### src/rtl/irq_src_pkg.sv
package irq_src_pkg;
  typedef struct packed {
    logic wr_hit;
    logic rd_hit;
  } bus_dec_t;

  function automatic bus_dec_t decode(input logic wr, input logic rd, input logic match);
    bus_dec_t d;
    d.wr_hit = wr & match;
    d.rd_hit = rd & match;
    return d;
  endfunction
endpackage

### src/rtl/irq_src_sync.sv
module irq_src_sync #(
  parameter int unsigned NSRC = 8
) (
  input  logic            clk,
  input  logic            rst,
  input  logic [NSRC-1:0] async_in,
  output logic [NSRC-1:0] rise
);
  for (genvar i = 0; i < NSRC; i++) begin : g_bit
    logic meta_q, sync_q, prev_q;
    always_ff @(posedge clk) begin
      if (rst) begin
        meta_q <= 1'b0;
        sync_q <= 1'b0;
        prev_q <= 1'b0;
      end else begin
        meta_q <= async_in[i];
        sync_q <= meta_q;
        prev_q <= sync_q;
      end
    end
    assign rise[i] = sync_q & ~prev_q;
  end
endmodule

### src/rtl/irq_src_latch.sv
module irq_src_latch #(
  parameter int unsigned NSRC = 8
) (
  input  logic            clk,
  input  logic            rst,
  input  logic [NSRC-1:0] rise,
  input  logic [NSRC-1:0] en_cur,
  input  logic            wr_hit,
  input  logic [NSRC-1:0] en_next,
  output logic [NSRC-1:0] pend
);
  logic [NSRC-1:0] keep;

  // A bit survives only if it is enabled after this cycle's write.
  assign keep = wr_hit ? en_next : en_cur;

  always_ff @(posedge clk) begin
    if (rst) pend <= '0;
    else     pend <= keep & (pend | (rise & en_cur));
  end
endmodule

### src/rtl/irq_src_regif.sv
module irq_src_regif
  import irq_src_pkg::*;
#(
  parameter int unsigned       NSRC     = 8,
  parameter int unsigned       ADDR_W   = 8,
  parameter logic [ADDR_W-1:0] REG_ADDR = 8'h1E,
  parameter logic [NSRC-1:0]   VALID    = 8'hBF
) (
  input  logic              clk,
  input  logic              rst,
  input  logic [ADDR_W-1:0] addr,
  input  logic              wr,
  input  logic              rd,
  input  logic [NSRC-1:0]   wdata,
  input  logic [NSRC-1:0]   status,
  output logic [NSRC-1:0]   en_q,
  output logic              wr_hit,
  output logic [NSRC-1:0]   en_next,
  output logic [NSRC-1:0]   rdata
);
  bus_dec_t dec;

  assign dec     = decode(wr, rd, addr == REG_ADDR);
  assign wr_hit  = dec.wr_hit;
  assign en_next = wdata & VALID;

  always_ff @(posedge clk) begin
    if (rst)         en_q <= '0;
    else if (wr_hit) en_q <= en_next;
  end

  always_ff @(posedge clk) begin
    if (rst)             rdata <= '0;
    else if (dec.rd_hit) rdata <= status & VALID;
    else                 rdata <= '0;
  end
endmodule

### src/rtl/irq_src_ctrl.sv
module irq_src_ctrl #(
  parameter int unsigned       NSRC       = 8,
  parameter int unsigned       ADDR_W     = 8,
  parameter logic [ADDR_W-1:0] REG_ADDR   = 8'h1E,
  parameter logic [NSRC-1:0]   VALID_MASK = 8'hBF
) (
  input  logic              clk,
  input  logic              rst,
  input  logic [ADDR_W-1:0] bus_addr,
  input  logic              bus_wr,
  input  logic              bus_rd,
  input  logic [NSRC-1:0]   bus_wdata,
  output logic [NSRC-1:0]   bus_rdata,
  input  logic [NSRC-1:0]   src_in,
  output logic              irq_out
);
  logic [NSRC-1:0] rise_w;
  logic [NSRC-1:0] en_q;
  logic [NSRC-1:0] en_next;
  logic [NSRC-1:0] pend_q;
  logic            wr_hit;

  irq_src_sync #(.NSRC(NSRC)) u_sync (
    .clk(clk), .rst(rst), .async_in(src_in), .rise(rise_w)
  );

  irq_src_regif #(
    .NSRC(NSRC), .ADDR_W(ADDR_W), .REG_ADDR(REG_ADDR), .VALID(VALID_MASK)
  ) u_regif (
    .clk(clk), .rst(rst), .addr(bus_addr), .wr(bus_wr), .rd(bus_rd),
    .wdata(bus_wdata), .status(pend_q), .en_q(en_q), .wr_hit(wr_hit),
    .en_next(en_next), .rdata(bus_rdata)
  );

  irq_src_latch #(.NSRC(NSRC)) u_latch (
    .clk(clk), .rst(rst), .rise(rise_w), .en_cur(en_q),
    .wr_hit(wr_hit), .en_next(en_next), .pend(pend_q)
  );

  always_ff @(posedge clk) begin
    if (rst) irq_out <= 1'b0;
    else     irq_out <= |(pend_q & en_q & VALID_MASK);
  end
endmodule

### config.mk
export PLATFORM = sky130hd
export DESIGN_NAME = irq_src_ctrl
export DESIGN_NICKNAME = d
export VERILOG_FILES = /design/src/rtl/irq_src_pkg.sv /design/src/rtl/irq_src_sync.sv /design/src/rtl/irq_src_latch.sv /design/src/rtl/irq_src_regif.sv /design/src/rtl/irq_src_ctrl.sv
export SDC_FILE = /design/constraint.sdc
export NUM_CORES = 1
export LEC_CHECK = 0
export BUFFER_PORTS_ARGS = -buffer_cell sky130_fd_sc_hd__buf_2
export CORE_MARGIN = 2
export CORE_UTILIZATION = 40
export DETAILED_ROUTE_END_ITERATION = 7
export SETUP_SLACK_MARGIN = 0.3
export SYNTH_ARGS = -nofsm -noshare
export SYNTH_HDL_FRONTEND = slang
export SYNTH_SLANG_ARGS = --single-unit
### constraint.sdc
create_clock -name clk -period 1.58 [get_ports clk]
set_input_delay 0.316 -clock clk [delete_from_list [all_inputs] [get_ports clk]]
set_output_delay 0.316 -clock clk [all_outputs]
set_load 0.005 [all_outputs]
==> impl_metrics.yaml, run 1 <==
run_status:
  status: "completed"
timing:
  finalSetupViolCount: 0
  timing.final.crit_share_pct: 77.2
  grt_setup_unrepaired: "true"
  min_period_ns: 1.22
  setup_tns_ns: 0
  fmax_mhz: 820
  skew_ns: 0.00243
  drv_slew: 0
  hold_viol: 0
synth:
  yosys_warnings: 0
  yosys.area.top_type: "dfxtp_1"
  synth-adder-area-share_pct: 0
  synth-seq-area-share_pct: 54.7
  synth_top_family_by_area: "simple AND/OR/NAND/NOR gates"
  synthMuxAreaShare_pct: 4.46
  syn_avg_cell_area_um2: 10.9
  synthFlopType: "dfxtp_1"
  yosys_register_bits: 43
  synthXorXnorAreaFrac_pct: 0
  synth_compound_gate_area_share_pct: 14.0
  synthCells: 144
  post-synth-top-count-cell: "dfxtp_1"
  synth_nets: 172
  synthTopCellsByCount: "43 x dfxtp_1, 21 x nor2b_1, 14 x inv_1, 14 x nand2b_1"
  synth.top_cell.area_share_pct: 54.7
  async_flop_share_pct: 0
  yosys.cell_types.count: 22
  synth_simple_gate_area_share_pct: 19.6
  synth_area_leaders: "dfxtp_1 55%, nor2b_1 8.4%, nand2b_1 5.6%"
  syn_area_um2: 1570
  synth_edf_count: 0
cts:
  cts_setup_buffers: 0
  cts_root_buffer: "clkbuf_8"
  clock_path_buffers: 2
  tritoncts: "built"
  clkSinkCount: 43
  clkLatencyLatePin_ns: 0.29
  cts.htree.levels: 2
  clk_pin_slew_ns: 0.07
  cts_buffers: 5
routing:
  dr.pass1.iters: 4
  ant_nets: 0
  wirelength_mm: 2.66
  wl_met3_um: 205
  drc: 0
  drtIter0Drc: 43
  wl_met1_mm: 1.31
  vias_per_cell: 4.63
  routed.top_layer: "met4"
  routed-wl-met2_mm: 1.10
  wl_per_cell_um: 11.6
  vias: 1064
worst_hold_path:
  hold_class: "input port to flip-flop"
  min_path_cells: 2
  min_from: "src_in[7]"
  min_to: "u_sync.g_bit[7].meta_q"
setup_path:
  critical_path_required_ns: 1.75
  setup.worst_path.end_class: "flip-flop"
  worst_r2r_path_depth: 2
  r2r-start: "u_latch.pend[1]"
  arrival_ns: 1.39
  crit_path_max_fanout: 5
  crit_path_start_kind: "input port"
  r2r_end: "u_latch.pend[1]"
  crit_type: "input port to flip-flop"
  setup.worst_path.start: "bus_addr[5]"
  r2r_slack_ns: 0.59
placement:
  io_buffers: 33
  gp_congestion: 0.746
  placed_cell_area_um2: 1820
  post-dp-hpwl_mm: 1.89
floorplan:
  placementRows: 22
  io_pins: 37
  fp.dieW_um: 66.7
  die_h_um: 66.7
  floorplan.die_area_um2: 4450
  coreArea_um2: 3720
  initial_core_util_pct: 42.3
finish:
  diodes: 0
  finalNetCount: 209
  area_growth_pct: 22.8
  layout-drive-gt1-share_pct: 28.0
  final_cell_area_um2: 1930
pwr:
  ir_worst_vdd_uv: 575
  power_density_nw_per_um2: 1010
  cellLeakagePower_uw: 0.000763
global_routing:
  grt_pass1_wl_mm: 4.61
  grt_pass1_vias: 1042
  grt_max_degree: 34
  grt_overflow: 0
  grt.total_usage_pct: 14.2
  antenna_found_initial: 0
flow_run:
  cap_violations: 0
==> cell type report <==
class                   instances  area, um^2
flip-flops and latches         43         861
multi-input cells              79         642
fillers                       336        1790
well taps                      48        60.1
inverters                      14        52.6
repair buffers                 38         215
clock buffers                   8         100
==> critical path, stage by stage <==
cell	delay (ns)
buf_2	0.09
and4bb_1	0.34
buf_4	0.16
a41oi_1	0.12
a2111oi_1	0.35
==> per-layer routing <==
layer | global-route usage, % | vias up
met5 | 0 | -
met4 | 6.12 | 0
met3 | 6.08 | 6
met2 | 21.6 | 35
met1 | 17.5 | 462
li1 | - | 561
==> layout by cell type, fill, tap and decap left out, types with 7 or more instances in the layout <==
cell,n
mux2i_1,7
nor2b_1,21
nand2b_1,14
a21oi_1,7
buf_2,33
and2_1,7
clkbuf_8,7
dfxtp_1,43
a41oi_1,7
inv_1,14
==> per-stage QoR <==
stage               utilization (%)  total power (uW)  instances  setup WS [ns]  hold slack [ns]
floorplan                         -              1190        144          0.262            0.414
global placement               48.9              1240        222          0.106            0.417
detailed placement             48.9              1240        222         0.0100            0.423
CTS                            51.6              1970        230          0.308            0.224
global route                   52.0              2050        230          0.249            0.224
finish                         52.0              1950        230          0.361            0.232
==> timing repair <==
| action | 4_1_cts | 5_1_grt |
|---|---|---|
| hold endpoints to repair | 0 | 0 |
| setup endpoints to repair | 0 | 3 |
| gates resized for setup | 0 | 5 |
| hold buffers | 0 | 0 |
==> sequential cells by signal, summed over array words and instances (netlist names) <==
signal and flops:
u_latch.pend 7, u_regif.en_q 7, u_regif.rdata 7, u_sync.g_bit.meta_q 7, u_sync.g_bit.prev_q 7, u_sync.g_bit.sync_q 7, irq_out 1
==> how the worst max path moves through the flow <==
stage,end,slack (ns),cells past startpoint
3_5_place_dp,u_latch.pend[1],0.01,5
4_1_cts,u_latch.pend[1],0.31,5
2_1_floorplan,u_latch.pend[4],0.26,5
6_report,u_latch.pend[1],0.36,5
3_3_place_gp,u_latch.pend[5],0.11,5
5_1_grt,u_latch.pend[1],0.25,5
==> cells by family after synthesis <==
family | Yosys count
buffers and inverters | 22
and+or+nand+nor | 46
DFF | 43
AOI/OAI and AO/OA | 25
other | 1
muxes | 7
==> where the power goes <==
| group | internal [uW] | switching [uW] | total [uW] |
|---|---|---|---|
| registers | 1100 | 6.02 | 1110 |
| logic | 56.3 | 50.4 | 107 |
| clock network | 398 | 335 | 734 |
No activity file was read; power rests on OpenSTA's default activity.
==> run 2: changes to the inputs <==
--- a/config.mk
+++ b/config.mk
@@ -5,6 +5,7 @@
 export SDC_FILE = /design/constraint.sdc
 export NUM_CORES = 1
 export LEC_CHECK = 0
+export ABC_AREA = 1
 export BUFFER_PORTS_ARGS = -buffer_cell sky130_fd_sc_hd__buf_2
 export CORE_MARGIN = 2
 export CORE_UTILIZATION = 40
==> constraint.sdc (replaced) <==
create_clock -name clk -period 1 [get_ports clk]
set_input_delay 0.2 -clock clk [delete_from_list [all_inputs] [get_ports clk]]
set_output_delay 0.2 -clock clk [all_outputs]
set_load 0.005 [all_outputs]
==> run 2 against run 1 <==
Net effect:
- first-iteration DRC count rose by 16%
- combinational power is 110% higher
- worst setup slack got worse by 0.28 ns
- clock power is 44% higher
- worst hold slack lost 0.12 ns
- synthesized cell count grew 30%
- design area up 12%
- non-clock buffer count up 7
- cell count up 23%
- power up 56%
- largest power group unchanged
- sequential share of layout area shrank 4.2 points
- core utilization is 7.2 points higher
==> impl_metrics.yaml, run 2 <==
global_routing:
  grt_pass1_wl_mm: 4.33
  grt.total_usage_pct: 13.6
  antenna_found_initial: 0
  grt_overflow: 0
  grt_max_degree: 23
  grt_pass1_vias: 1047
setup_path:
  slowest_delay_ns: 0.32
  crit_buf_inv: 1
  arrival_ns: 0.72
  crit_path_max_fanout: 1
  crit_path_start_kind: "flip-flop"
  critical_path_required_ns: 0.80
  critPathSlowestCell: "dfxtp_2"
  setup.worst_path.end_class: "output pin"
  crit_chain: "buf_2"
  crit_family: "flip-flops"
  crit_type: "flip-flop to output pin"
pwr:
  clock_power_share_pct: 34.9
  cellLeakagePower_uw: 0.00104
  power_density_nw_per_um2: 1410
  switchingPower_uw: 651
  pwr-share-comb_pct: 7.4
  switching_share_pct: 21.4
  ir_worst_vdd_uv: 1070
  seqPwrFrac_pct: 57.6
  p_int_uw: 2400
timing:
  hold_slack_ns: 0.110
  fmax_mhz: 1090
  finalSetupViolCount: 0
  hold_viol: 0
  setup_tns_ns: 0
  min_period_ns: 0.916
  layout_setup_ws_ns: 0.0837
  skew_ns: 0.00668
  grt_setup_unrepaired: "true"
  drv_slew: 0
  timing.final.crit_share_pct: 91.6
synth:
  synth_area_leaders: "dfxtp_1 56%, inv_1 15%, nor2_1 8.8%"
  yosys.cell_types.count: 19
  post-synth-top-count-cell: "inv_1"
  yosys_register_bits: 43
  synth_edf_count: 0
  synth.top_cell.area_share_pct: 56.2
  synthFlopType: "dfxtp_1"
  syn_area_um2: 1530
  yosys_warnings: 0
  synthCells: 187
  synth-seq-area-share_pct: 56.2
  synth_nets: 215
  yosys.area.top_type: "dfxtp_1"
  async_flop_share_pct: 0
  syn_avg_cell_area_um2: 8.20
  synthTopCellsByCount: "60 x inv_1, 43 x dfxtp_1, 36 x nor2_1, 8 x nand2_1"
cts:
  cts.htree.levels: 2
  clkLatencyLatePin_ns: 0.29
  cts_buffers: 5
  clock_path_buffers: 2
  holdBufCountCts: 0
  clkSinkCount: 43
  cts_root_buffer: "clkbuf_8"
  tritoncts: "built"
  clk_pin_slew_ns: 0.07
placement:
  dp_cells: 271
  pre_cts_slack_ns: -0.123
  gp_congestion: 0.718
  io_buffers: 33
  post-dp-hpwl_mm: 1.86
flow_run:
  cap_violations: 0
finish:
  n_fill_cell: 342
  layout_commonest_cell: "inv_1"
  fin_cells: 283
  mostFrequentLayoutCells: "44 x inv_1, 33 x dfxtp_1, 32 x nor2_1, 28 x buf_2, 13 x inv_2"
  diodes: 0
  layout-drive-gt1-share_pct: 48.5
  finalNetCount: 263
  area_growth_pct: 41.2
  post-route-util_pct: 59.1
floorplan:
  placementRows: 22
  fp.dieW_um: 65.9
  io_pins: 37
  initial_core_util_pct: 41.9
  coreArea_um2: 3660
  die_h_um: 65.9
  floorplan.die_area_um2: 4340
routing:
  ant_nets: 0
  vias: 1187
  wirelength_mm: 2.66
  dr.pass1.iters: 4
  drtIter0Drc: 50
  drc: 0
  wl_per_cell_um: 9.39
  vias_per_cell: 4.19
run_status:
  status: "completed"
worst_hold_path:
  hold_class: "input port to flip-flop"
==> run 2: cell types whose count changed in the layout (fill, tap and decap cells not counted), sizes merged, moves of 8 or more <==
cell    change
inv        +47
nand2      +12
nand2b     -14
nand3       +8
nand4       +8
nor2       +38
nor2b      -21
==> run 2: stage by stage <==
step / area [um^2] / total power, uW
after detailed placement: 1850 / 1980
final: 2160 / 3050
after global placement: 1850 / 1980
after floorplan: 1600 / 1900
after global routing: 2160 / 3200
after CTS: 2070 / 3080
==> run 2: power by group through the flow <==
stage | Combinational (uW) | Clock [uW] | Sequential (uW)
2_1_floorplan | 105 | 0 | 1790
3_3_place_gp | 188 | 0 | 1790
3_5_place_dp | 191 | 0 | 1790
4_1_cts | 221 | 1110 | 1750
5_1_grt | 251 | 1190 | 1760
6_report | 227 | 1060 | 1760
==> run 2: area by class of cell <==
class / count / area (um^2) / area share (%)
clock buffer: 6 / 82.6 / 3.82
clock inverter: 1 / 5.00 / 0.231
inverter: 61 / 268 / 12.4
multi-input combinational: 79 / 562 / 26.0
sequential: 43 / 873 / 40.3
tap: 48 / 60.1 / 2.77
timing repair buffer: 45 / 314 / 14.5
==> run 2: timing repair <==
item,CTS,global route
gates resized for setup,28,37
setup endpoints to repair,30,29
buffers inserted,5,0
pin swaps,33,18
==> run 2: tightest hold or removal path, delay by kind of cell <==
family | cells | cell delay (ns)
buffers and inverters | 2 | 0.10
AND/OR/NAND/NOR | 1 | 0.06
==> run 2: worst paths after layout <==
kind / slack [ns] / depth (start not counted) / startpoint / end
hold reg to reg: 0.40 / 2 / u_sync.g_bit[3].meta_q / u_sync.g_bit[3].sync_q
setup / recovery: 0.08 / 1 / u_regif.rdata[5] / bus_rdata[5]
hold / removal: 0.11 / 3 / src_in[3] / u_sync.g_bit[3].meta_q
setup reg to reg: 0.18 / 4 / u_latch.pend[2] / irq_out
==> run 2: cells by family after synthesis <==
| group | after synthesis | share of synthesized area (%) |
|---|---|---|
| AND/OR/NAND/NOR | 66 | 22.1 |
| flip-flops | 43 | 56.2 |
| buffers and inverters | 65 | 16.2 |
| AO/OA/AOI/OAI | 12 | 5.22 |
| other | 1 | 0.245 |
==> run 2: routing by layer <==
| layer | global-route usage, % | wire (um) |
|---|---|---|
| met1 | 16.7 | 1170 |
| met2 | 20.7 | 1270 |
| met3 | 4.60 | 157 |
| met4 | 7.81 | 60 |
| met5 | 0 | 0 |
